<file path="config.mk">
export PLATFORM = sky130hd
export DESIGN_NAME = fec_delim_inserter
export DESIGN_NICKNAME = d
export VERILOG_FILES = /design/src/rtl/fec_dlm_pkg.sv /design/src/rtl/fec_dlm_delay.sv /design/src/rtl/fec_dlm_match.sv /design/src/rtl/fec_dlm_fsm.sv /design/src/rtl/fec_delim_inserter.sv
export SDC_FILE = /design/constraint.sdc
export NUM_CORES = 1
export LEC_CHECK = 0
export BUFFER_PORTS_ARGS = -buffer_cell sky130_fd_sc_hd__buf_2
export CORE_MARGIN = 5
export CORE_UTILIZATION = 40
export CTS_BUF_LIST = sky130_fd_sc_hd__clkbuf_8
export DETAILED_ROUTE_END_ITERATION = 16
export SLEW_MARGIN = 20
export SYNTH_ARGS = -nofsm -noshare
export SYNTH_HDL_FRONTEND = slang
export SYNTH_SLANG_ARGS = --single-unit
</file>
<file path="constraint.sdc">
create_clock -name clk -period 5.55 [get_ports clk]
set_input_delay 0.555 -clock clk [delete_from_list [all_inputs] [get_ports clk]]
set_output_delay 0.555 -clock clk [all_outputs]
set_load 0.1 [all_outputs]
</file>
<file path="src/rtl/fec_dlm_pkg.sv">
package fec_dlm_pkg;

   typedef struct packed {
      logic       ctl;
      logic [7:0] code;
   } sym_t;

   localparam sym_t SYM_IDLE  = 9'h107;
   localparam sym_t SYM_START = 9'h1FB;
   localparam sym_t SYM_TERM  = 9'h1FD;
   localparam sym_t SYM_RES   = 9'h1F7;
   localparam sym_t SYM_COMMA = 9'h1BC;
   localparam sym_t SYM_ALIGN = 9'h0C6;

   typedef enum logic [1:0] {DK_SOF, DK_EVEN, DK_ODD, DK_CLOSE} dkind_e;

   typedef enum logic [1:0] {ST_GAP, ST_EMIT, ST_FRAME, ST_PARITY} dstate_e;

   // index of the final symbol of each marker
   function automatic logic [2:0] dlm_last(input dkind_e k);
      return (k == DK_ODD) ? 3'd5 : 3'd4;
   endfunction

   function automatic sym_t dlm_sym(input dkind_e k, input logic [2:0] i);
      sym_t s;
      case (k)
         DK_SOF: begin
            case (i)
               3'd0, 3'd2: s = SYM_COMMA;
               3'd1, 3'd3: s = SYM_ALIGN;
               default:    s = SYM_START;
            endcase
         end
         DK_ODD: begin
            case (i)
               3'd0, 3'd4: s = SYM_TERM;
               3'd3:       s = SYM_IDLE;
               default:    s = SYM_RES;
            endcase
         end
         default: begin
            case (i)
               3'd0, 3'd3: s = SYM_TERM;
               3'd2:       s = SYM_IDLE;
               default:    s = SYM_RES;
            endcase
         end
      endcase
      return s;
   endfunction

   // slots whose original content must be an idle
   function automatic logic dlm_need_idle(input dkind_e k, input logic [2:0] i);
      case (k)
         DK_SOF:   return 1'b0;
         DK_CLOSE: return 1'b1;
         default:  return (i >= 3'd3);
      endcase
   endfunction

endpackage

</file>
<file path="src/rtl/fec_dlm_delay.sv">
module fec_dlm_delay
   import fec_dlm_pkg::*;
#(
   parameter int DEPTH = 4
) (
   input  logic             clk,
   input  logic             rst_n,
   input  sym_t             sym_i,
   output sym_t [DEPTH:0]   win_o
);

   sym_t [DEPTH-1:0] stage;

   genvar g;
   generate
      for (g = 0; g < DEPTH; g++) begin : g_stage
         if (g == DEPTH - 1) begin : g_head
            always_ff @(posedge clk or negedge rst_n) begin
               if (!rst_n) stage[g] <= SYM_IDLE;
               else        stage[g] <= sym_i;
            end
         end else begin : g_body
            always_ff @(posedge clk or negedge rst_n) begin
               if (!rst_n) stage[g] <= SYM_IDLE;
               else        stage[g] <= stage[g+1];
            end
         end
         assign win_o[g] = stage[g];
      end
   endgenerate

   assign win_o[DEPTH] = sym_i;

endmodule

</file>
<file path="src/rtl/fec_dlm_match.sv">
module fec_dlm_match
   import fec_dlm_pkg::*;
#(
   parameter int DEPTH = 4
) (
   input  sym_t [DEPTH:0] win_i,
   output logic           sof_hit_o,
   output logic           eof_hit_o
);

   // start pattern sits so that its S reaches the output tap on marker slot 4
   assign sof_hit_o = (win_i[4] == SYM_START) && (win_i[3] == SYM_IDLE) &&
                      (win_i[2] == SYM_IDLE);

   // end pattern begins at the output tap
   assign eof_hit_o = (win_i[0] == SYM_TERM) && (win_i[1] == SYM_RES) &&
                      (win_i[2] == SYM_IDLE);

endmodule

</file>
<file path="src/rtl/fec_dlm_fsm.sv">
module fec_dlm_fsm
   import fec_dlm_pkg::*;
(
   input  logic       clk,
   input  logic       rst_n,
   input  logic       fec_en_i,
   input  logic       sof_hit_i,
   input  logic       eof_hit_i,
   input  sym_t       tap_i,
   input  logic       par_valid_i,
   input  logic [7:0] par_data_i,
   output sym_t       sym_o,
   output logic       err_o,
   output logic       pop_o
);

   dstate_e    st, st_n;
   dkind_e     kind, kind_n;
   logic [2:0] idx, idx_n;
   logic       odd, odd_n;
   logic       tap_idle;

   assign tap_idle = (tap_i == SYM_IDLE);

   always_comb begin
      st_n   = st;
      kind_n = kind;
      idx_n  = idx;
      odd_n  = odd;
      sym_o  = tap_i;
      err_o  = 1'b0;
      pop_o  = 1'b0;
      if (!fec_en_i) begin
         st_n  = ST_GAP;
         idx_n = '0;
      end else begin
         case (st)
            ST_GAP: begin
               if (sof_hit_i) begin
                  sym_o  = dlm_sym(DK_SOF, 3'd0);
                  kind_n = DK_SOF;
                  idx_n  = 3'd1;
                  st_n   = ST_EMIT;
               end
            end
            ST_FRAME: begin
               if (eof_hit_i) begin
                  kind_n = odd ? DK_ODD : DK_EVEN;
                  sym_o  = dlm_sym(kind_n, 3'd0);
                  idx_n  = 3'd1;
                  st_n   = ST_EMIT;
               end else begin
                  odd_n = ~odd;
               end
            end
            ST_EMIT: begin
               sym_o = dlm_sym(kind, idx);
               err_o = dlm_need_idle(kind, idx) && !tap_idle;
               if (idx == dlm_last(kind)) begin
                  idx_n = '0;
                  odd_n = 1'b1;
                  case (kind)
                     DK_SOF:   st_n = ST_FRAME;
                     DK_CLOSE: st_n = ST_GAP;
                     default:  st_n = ST_PARITY;
                  endcase
               end else begin
                  idx_n = idx + 3'd1;
               end
            end
            default: begin
               if (!par_valid_i) begin
                  sym_o  = dlm_sym(DK_CLOSE, 3'd0);
                  err_o  = !tap_idle;
                  kind_n = DK_CLOSE;
                  idx_n  = 3'd1;
                  st_n   = ST_EMIT;
               end else if (tap_idle) begin
                  sym_o = {1'b0, par_data_i};
                  pop_o = 1'b1;
               end else begin
                  err_o = 1'b1;
                  st_n  = ST_GAP;
               end
            end
         endcase
      end
   end

   always_ff @(posedge clk or negedge rst_n) begin
      if (!rst_n) begin
         st   <= ST_GAP;
         kind <= DK_SOF;
         idx  <= '0;
         odd  <= 1'b0;
      end else begin
         st   <= st_n;
         kind <= kind_n;
         idx  <= idx_n;
         odd  <= odd_n;
      end
   end

endmodule

</file>
<file path="src/rtl/fec_delim_inserter.sv">
module fec_delim_inserter
   import fec_dlm_pkg::*;
#(
   parameter int DLY = 4
) (
   input  logic       clk,
   input  logic       rst_n,
   input  logic       fec_en,
   input  logic       sym_ctl_i,
   input  logic [7:0] sym_code_i,
   input  logic       par_valid_i,
   input  logic [7:0] par_data_i,
   output logic       par_pop_o,
   output logic       sym_ctl_o,
   output logic [7:0] sym_code_o,
   output logic       err_o
);

   localparam int WIN = DLY + 1;

   generate
      if (DLY < 4) begin : g_bad_dly
         $error("fec_delim_inserter: DLY must be at least 4");
      end
   endgenerate

   sym_t             sym_in, sym_nxt, sym_q;
   sym_t [WIN-1:0]   win;
   logic             sof_hit, eof_hit, err_nxt;

   assign sym_in = {sym_ctl_i, sym_code_i};

   fec_dlm_delay #(.DEPTH(DLY)) i_delay (
      .clk   (clk),
      .rst_n (rst_n),
      .sym_i (sym_in),
      .win_o (win)
   );

   fec_dlm_match #(.DEPTH(DLY)) i_match (
      .win_i     (win),
      .sof_hit_o (sof_hit),
      .eof_hit_o (eof_hit)
   );

   fec_dlm_fsm i_fsm (
      .clk         (clk),
      .rst_n       (rst_n),
      .fec_en_i    (fec_en),
      .sof_hit_i   (sof_hit),
      .eof_hit_i   (eof_hit),
      .tap_i       (win[0]),
      .par_valid_i (par_valid_i),
      .par_data_i  (par_data_i),
      .sym_o       (sym_nxt),
      .err_o       (err_nxt),
      .pop_o       (par_pop_o)
   );

   always_ff @(posedge clk or negedge rst_n) begin
      if (!rst_n) begin
         sym_q <= SYM_IDLE;
         err_o <= 1'b0;
      end else begin
         sym_q <= sym_nxt;
         err_o <= err_nxt;
      end
   end

   assign sym_ctl_o  = sym_q.ctl;
   assign sym_code_o = sym_q.code;

endmodule

</file>
; ---- Word-level counts from Yosys, hierarchy flattened
; Cells that the tools add are included.
[totals]
elab_cells = 110
output_inout_bits = 11
inputBits = 21
register_bits = 54
[op_classes]
n_eq_ne = 25
add_sub_neg = 1
n_mux = 45
bitwise = 2
n_lt_le_gt_ge = 1
n_reduce_logical = 21
[op_table]
columns = op, count
row1 = $eq 9x9->1 const B, 6
row2 = $mux 9, 5
row3 = $pmux 9 s2, 2
row4 = $pmux 8 s2, 2
row5 = $pmux 9 s3, 1
row6 = $mux 2, 10
row7 = $mux 3, 5
row8 = $mux 1, 12
row9 = $pmux 2 s3, 2
row10 = $reduce_or 2->1, 5
row11 = $pmux 3 s3, 1
row12 = $reduce_and 4->1, 2
row13 = $mux 7, 1
row14 = $eq 2x2->1 const B, 3
row15 = $eq 3x2->1 const B, 2
row16 = $logic_not 2->1, 3
row17 = $ne 3x2->1 const B, 2
row18 = $ne 6x6->1 const B, 1
row19 = $pmux 1 s2, 3
row20 = $logic_and 1x1->1, 5
row21 = $ne 5x2->1 const B, 1
row22 = $reduce_and 5->1, 1
row23 = $ne 2x1->1 const B, 2
row24 = $ne 2x2->1 const B, 2
row25 = 15 further kinds, 16

; ---- Longest topological paths before layout
; Gate-level depths: netlist of the first run.
[logic_depth]
word_depth = 7
ltp_mapped = 8
depth_no_buf = 7

; ---- Cells and area by module
; Synthesis of the first run repeated with hierarchy kept, for this count alone.
[unflattened]
hier_cells = 229
hier_area_um2 = 2487.4
[by_module_without_submodules]
columns = module, instances, cells_each, area_per_inst_um2, seq_area_each_um2
row1 = fec_dlm_fsm, 1, 155, 1108.6, 200.2
row2 = fec_dlm_delay, 1, 45, 988.4, 920.9
row3 = fec_delim_inserter, 1, 10, 255.2, 255.2
row4 = fec_dlm_match, 1, 19, 135.1, 0.0

; ---- Worst setup path after synthesis of the first run
; Ideal clock, no wire load.
[synth_timing]
path_kind = reg-to-output
start = register i_delay.stage, in the netlist i_delay.win_o[4]
end = output port par_pop_o
setup_slack_ps = 2388
arrival_time_ps = 2607
stages_incl_launch_ff = 5
required_ps = 4995
n_path_buf = 0
path_cell_list = dfrtp_1 nor4_1 nor4b_2 nand2_1 nor2_1
[synth_between]
elab_chain_cells = 5
[synth_rtl]
columns = item, line
row1 = "start, declared", fec_dlm_delay.sv:12  ; sym_t [DEPTH-1:0] stage;
row2 = "start signal, assigned by index", fec_dlm_delay.sv:25  ; else stage[g] <= stage[g+1];
row3 = $eq 9x9->1, fec_dlm_fsm.sv:23  ; assign tap_idle = (tap_i == SYM_IDLE);
row4 = $mux 1, fec_dlm_fsm.sv:78  ; end else if (tap_idle) begin
row5 = $mux 1, fec_dlm_fsm.sv:72  ; if (!par_valid_i) begin
row6 = $mux 1, fec_dlm_fsm.sv:37  ; case (st)
row7 = $mux 1, fec_dlm_fsm.sv:33  ; if (!fec_en_i) begin
row8 = "end, declared", fec_delim_inserter.sv:13  ; output logic par_pop_o,
; No other way between the ends.

; ---- Final worst setup path of the first run
; Same ends and word-level chain as after synthesis.

==> results_dict.tcl, run 1 <==
set metrics [dict create \
    outcome "finished, final reports clean" \
    clk_pin_slew_ns 0.10 \
    p_comb_share_pct 9.4 \
    ctsResizeCount 0 \
    cts_hold_buf 0 \
    drc_errors 0 \
    port_buffers 31 \
    reg2reg_slack_ns 2.97 \
    dr.pass1.iters 4 \
    switchingPower_w 0.000206 \
    maxCapViolations 0 \
    dpl_cell_area_um2 2870 \
    setup_violations 0 \
    dieArea_um2 8310 \
    final_common_cell "dfrtp_1" \
    grt_use_total_pct 14.8 \
    pwr-share-clk_pct 35.6 \
    cts.htree.levels 2 \
    num_vias 2024 \
    worstSetupStartpoint "i_delay.win_o[4]$_DFF_PN0_" \
    die_x_um 91.2 \
    synth.avg_cell_area_um2 10.8 \
    synth_cell_type_count 55 \
    finalSetupTns_ns 0 \
    design_area_um2 2980 \
    clk_latency_ns 0.32 \
    areaGrowthSynthToFinish_pct 13.1 \
    synth-edff-count 0 \
    finClkSkew_ns 0.0200 \
    yosysSeqAreaShare_pct 52.2 \
    critPathCapture "par_pop_o" \
    finalHoldViolCount 0 \
    post-route-util_pct 46.7 \
    power.internal_w 0.000571 \
    timing.hold.worst.start "sym_code_i[2]" \
    wl_per_cell_um 16.8 \
    ant_nets 0 \
    crit_type "flop to output port" \
    whs_path_depth 1 \
    cts_tree "yes" \
    final_cell_mix "34 x dfrtp_1, 31 x buf_2, 21 x a21oi_1, 21 x nand2_1, 20 x dfstp_2" \
    place_congestion 0.831 \
    diodes 0 \
    grt_max_degree 55 \
    rows 29 \
    hp-class "primary input to flop" \
    tightest_slew_ns 0.760 \
    fillCellCount 594 \
    end_kind "output port" \
    grt_overflow 0 \
    slew_headroom_pct 49.2 \
    drv_slew 0 \
    seqPwrFrac_pct 54.9 \
    io_pins 32 \
    initial_core_util_pct 41.3 \
    cts_made_buffers 5 \
    period_share_pct 56.8 \
    synthArstFlopShare_pct 100 \
    clockBufferDepth 2 \
    dp_hpwl_mm 4.43 \
    die_h_um 91.2 \
    pwr_density_cell_nw_per_um2 261 \
    drive_gt1_share_pct 26.0 \
    drtIter0Drc 123 \
    grt_pass1_wl_mm 10.0 \
    vias_per_cell 5.72 \
    synthesis.nets 279 \
    r2r-end "i_fsm.st[0]$_DFFE_PN0P_" \
    first_global_vias 2056 \
    ys_ff_latch 54 \
    drt-total-wl_mm 5.94 \
    crit_required_ns 4.99 \
    switching_share_pct 26.5 \
    rsz0062_at_grt "false" \
    postSynthCellCount 245 \
    synthFlopType "dfrtp_1" \
    synthesis.area_um2 2640 \
    cts_setup_buffers 0 \
    fmax_mhz 317 \
    period_minus_slack_ns 3.15 \
    cts_root_buf "clkbuf_8" \
    start_kind "flop" \
    yosys_warnings 0 \
    r2r-start "i_delay.win_o[20]$_DFF_PN1_" \
    cts_num_sinks 54 \
    cp_max_fo 8 \
    ff2ff_path_depth 5 \
    core_area_um2 6390 \
    total_leakage_power_nw 1.27 \
    antenna_found_initial 0 \
    arrival_ns 2.60 \
    layout.nets 310 \
    whs_ns 0.335 \
    peakVddDrop_v 0.000128 \
]
==> logic make-up (layout without fill, tap and decap cells) <==
kind of cell | count (synthesis) | count (layout) | synth area share [%]
multiplexers | 1 | 1 | 0.380
XOR/XNOR | 1 | 1 | 0.332
AO/OA/AOI/OAI | 76 | 76 | 19.8
AND/OR/NAND/NOR | 78 | 78 | 18.0
buffers and inverters | 22 | 54 | 3.13
adder cells (fa/ha/maj) | 13 | 13 | 6.17
flip-flops | 54 | 54 | 52.2
==> per-layer routing <==
layer,vias up,track usage (%),share of wire (%)
met2,52,25.0,50
met5,-,0,0
met4,0,4.52,1.4
met1,1000,19.0,44
met3,10,3.22,4.6
li1,962,-,-
==> power groups by stage <==
stage	sequential [W]	combinational [W]	clock, W
floorplan	0.000464	0.0000164	0
global placement	0.000434	0.0000740	0
detailed placement	0.000434	0.0000741	0
CTS	0.000427	0.0000743	0.000283
global route	0.000430	0.0000788	0.000297
finish	0.000427	0.0000734	0.000277
==> critical path, cell delays in order, from the launching register on <==
cell     delay, ns
dfrtp_1       0.43
nor4_1        0.40
nor4b_2       0.70
nand2_1       0.18
nor2_1        0.14
buf_2         0.44
==> cells in the mapped netlist, types with 2 or more instances <==
cell type | n | area share [%]
a211oi_1 | 2 | 0.57
a21oi_1 | 21 | 4.0
a22oi_1 | 2 | 0.57
a2bb2oi_1 | 3 | 1.0
a31oi_1 | 3 | 0.71
a32oi_1 | 2 | 0.66
and3_1 | 2 | 0.47
clkbuf_1 | 8 | 1.1
dfrtp_1 | 34 | 32
dfstp_2 | 20 | 20
ha_1 | 13 | 6.2
inv_1 | 14 | 2.0
nand2_1 | 21 | 3.0
nand2b_1 | 4 | 0.95
nand3_1 | 7 | 1.3
nand3b_1 | 4 | 1.1
nand4_1 | 2 | 0.47
nand4b_1 | 3 | 1.0
nor2_1 | 14 | 2.0
nor2b_1 | 4 | 0.95
nor3_1 | 3 | 0.57
nor4_2 | 2 | 0.95
nor4_4 | 2 | 1.6
o211ai_1 | 6 | 1.7
o21a_1 | 2 | 0.57
o21ai_0 | 11 | 2.1
o22a_1 | 3 | 1.0
o22ai_1 | 2 | 0.47
o311ai_1 | 2 | 0.66
o31a_1 | 2 | 0.66
o31ai_1 | 3 | 0.85
==> metrics by stage <==
stage / std cells / worst slack [ns] / power, W
2_1_floorplan: 245 / 2.39 / 0.000481
3_3_place_gp: 346 / 2.83 / 0.000508
3_5_place_dp: 346 / 2.78 / 0.000509
4_1_cts: 354 / 2.42 / 0.000784
5_1_grt: 354 / 2.19 / 0.000806
6_report: 354 / 2.40 / 0.000778
==> how the worst min path moves through the flow <==
stage                                  endpoint  slack [ns]
floorplan                       err_o$_DFF_PN0_        0.26
global placement    i_delay.win_o[15]$_DFF_PN0_        0.35
detailed placement  i_delay.win_o[11]$_DFF_PN1_        0.35
CTS                 i_delay.win_o[29]$_DFF_PN1_        0.33
global route        i_delay.win_o[29]$_DFF_PN1_        0.32
finish              i_delay.win_o[29]$_DFF_PN1_        0.34
==> flip-flops by register name, indices dropped and copies added, names as in the netlist <==
| register | flops |
|---|---|
| sym_ctl_o | 1 |
| i_delay.win_o | 36 |
| i_fsm.st | 2 |
| err_o | 1 |
| i_fsm.kind | 2 |
| sym_code_o | 8 |
| i_fsm.odd | 1 |
| i_fsm.idx | 3 |
==> final cells by class <==
type,count,area [µm²],area share (%)
timing repair buffer,32,163,5.45
clock inverter,3,48.8,1.64
inverter,14,52.6,1.76
tap,77,96.3,3.23
multi-input combinational,169,1180,39.5
sequential,54,1380,46.1
clock buffer,5,68.8,2.31
Note: power is estimated with default switching activity, not from simulation.
==> run 2, diff against run 1 <==
- ABC_AREA: not set -> 1
- clock period: 5.55 -> 2.8 ns (I/O delays scaled with it)
==> run 2 against run 1 <==
  * Total power grew to 3.9 times the previous value
  * Combinational power grew to 22 times the previous value
  * Clock-buffer cell count stayed put
  * Worst setup slack got worse by 2.0 ns
  * Flip-flop and latch count unchanged
  * Via count rose by 12%
  * Synthesized cell count up 39%
  * First-iteration DRC count up 13%
  * Critical path depth is 3 higher
  * Largest power group is now combinational cells
==> results_dict.tcl, run 2 <==
set metrics [dict create \
    switchingPower_w 0.00153 \
    end_kind "output port" \
    synthMuxAreaShare_pct 0 \
    worstPathCellList "nand2_1 -> nor2_1 -> nor2b_4 -> nand2_1 -> inv_2 -> nand2_1 -> nor2_1 -> buf_2" \
    grt_use_total_pct 15.1 \
    rsz0062_at_grt "false" \
    cts_setup_buffers 0 \
    hp-class "primary input to asynchronous set/reset pin" \
    antenna_found_initial 0 \
    synthTopCellsByArea "dfrtp_1 31%, dfstp_2 19%, nand2_1 14%, ha_1 5.9%, nor2_1 5.0%" \
    period_share_pct 84.4 \
    peakVddDrop_v 0.000329 \
    fillCellCount 669 \
    synth_common_cells "102 x nand2_1, 37 x nor2_1, 36 x inv_1" \
    cts.htree.levels 2 \
    outcome "finished, final reports clean" \
    p_total_w 0.00305 \
    core_area_um2 6760 \
    arrival_ns 2.08 \
    switching_share_pct 50.0 \
    synth_top_family_by_area "simple AND/OR/NAND/NOR gates" \
    synth_xor_area_share_pct 0 \
    clockBufferDepth 2 \
    vias_per_cell 4.96 \
    drv_slew 0 \
    start_kind "flop" \
    yosys_warnings 0 \
    largest_reg_flops 36 \
    ant_nets 0 \
    io_pins 32 \
    synthesis.area_um2 2770 \
    yosysMostFrequentCell "nand2_1" \
    maxCapViolations 0 \
    finalHoldViolCount 0 \
    crit_required_ns 2.52 \
    areaGrowthSynthToFinish_pct 12.2 \
    postSynthCellCount 340 \
    yosys.area_share.simple_pct 30.4 \
    ctsResizeCount 0 \
    clk_latency_ns 0.31 \
    synthFlopType "dfrtp_1" \
    cpPeakStageDelay_ns 0.57 \
    top_layer "met4" \
    setup_violations 0 \
    ys_ff_latch 54 \
    synthArstFlopShare_pct 100 \
    dieArea_um2 8690 \
    pwr_density_cell_nw_per_um2 983 \
    crit_type "flop to output port" \
    grt_max_degree 33 \
    crit_slowest_cell "dfstp_2" \
    drt-total-wl_mm 6.08 \
    power.internal_w 0.00153 \
    final_cell_mix "102 x nand2_1, 37 x nor2_1, 36 x inv_1" \
    cts_hold_buf 0 \
    synth_area_leader_cell "dfrtp_1" \
    cts_made_buffers 5 \
    cts_tree "yes" \
    port_buffers 31 \
    seq_area_um2 1380 \
    synth.top_cell.area_share_pct 30.7 \
    die_h_um 93.2 \
    routed-wl-met3_um 360 \
    num_vias 2258 \
    cts_root_buf "clkbuf_8" \
    dp_hpwl_mm 4.79 \
    grt_pass1_wl_mm 10.4 \
    whs_ns 0.00425 \
    p_comb_share_pct 51.6 \
    layout.nets 408 \
    synthAdderAreaFrac_pct 5.87 \
    fmax_mhz 423 \
    synth.avg_cell_area_um2 8.14 \
    wl_met2_mm 2.93 \
    synthesis.nets 374 \
    synth_cell_type_count 29 \
    critPathMostFrequentCell "nand2_1" \
    cp_max_fo 8 \
    drtIter0Drc 139 \
    first_global_vias 2226 \
    finClkSkew_ns 0.0117 \
    finalSetupTns_ns 0 \
    drive_gt1_share_pct 21.9 \
    multiInputGateArea_um2 1210 \
    place_congestion 0.840 \
    slew_headroom_pct 51.7 \
    critical_path.top_delay_family "simple AND/OR/NAND/NOR gates" \
    final_common_cell "nand2_1" \
    period_minus_slack_ns 2.36 \
    pwr-share-clk_pct 15.1 \
    die_x_um 93.2 \
    dr.pass1.iters 4 \
    drc_errors 0 \
    tightest_slew_ns 0.725 \
    wl_met1_mm 2.72 \
    synth-edff-count 0 \
    cts_num_sinks 54 \
    wl_per_cell_um 13.4 \
    diodes 0 \
    synth_compound_area_share_pct 7.37 \
    cp.buffers_inverters 2 \
    yosysSeqAreaShare_pct 49.7 \
    initial_core_util_pct 41.0 \
    total_leakage_power_nw 1.55 \
    grt_overflow 0 \
    rows 30 \
    clk_pin_slew_ns 0.11 \
    seqPwrFrac_pct 33.3 \
]
## run 2: final cells by class
class,instances,share of cell area [%]
multi-input cells,239,38.9
repair buffers,33,5.48
inverters,41,4.95
flip-flops and latches,54,44.3
well taps,80,3.22
clock buffers,5,2.22
clock inverters,3,0.926
## run 2: power by group through the flow
stage,sequential (W),clock [W],combinational (W)
floorplan,0.00147,0,0.000810
global placement,0.00103,0,0.00157
detailed placement,0.00103,0,0.00157
CTS,0.00102,0.000481,0.00158
global route,0.00104,0.000519,0.00175
finish,0.00102,0.000462,0.00158
## run 2: metrics by stage
stage	area [µm²]	util (%)	setup slack, ns	instances
floorplan	2770	-	0.174	340
global placement	3010	44.5	0.834	447
detailed placement	3010	44.5	0.787	447
CTS	3110	46.0	0.431	455
global route	3110	46.0	0.308	455
finish	3110	46.0	0.437	455
## run 2: kinds of logic after synthesis
family,count (synthesis)
and+or+nand+nor,192
DFF,54
AOI/OAI and AO/OA,34
adders and majority gates,13
buffers and inverters,47
## run 2: routing by layer
metal | up-vias | GRT usage (%)
li1 | 1150 | -
met1 | 1030 | 19.5
met2 | 69 | 25.6
met3 | 9 | 3.30
met4 | 0 | 4.27
met5 | - | 0
## run 2: path summary, 6_finish.rpt
check | from | to | slack (ns) | cells after the start
min reg2reg | i_delay.win_o[17]$_DFF_PN1_ | i_delay.win_o[8]$_DFF_PN1_ | 0.37 | 0
max in group asynchronous | rst_n | i_delay.win_o[17]$_DFF_PN1_ | 2.06 | 2
max reg2reg | i_fsm.idx[0]$_DFFE_PN0P_ | sym_code_o[4]$_DFF_PN0_ | 0.80 | 12
max | i_delay.win_o[1]$_DFF_PN1_ | par_pop_o | 0.44 | 8
min | rst_n | i_fsm.idx[0]$_DFFE_PN0P_ | 0.004 | 1
min in group clk | sym_code_i[2] | i_delay.win_o[29]$_DFF_PN1_ | 0.07 | 1
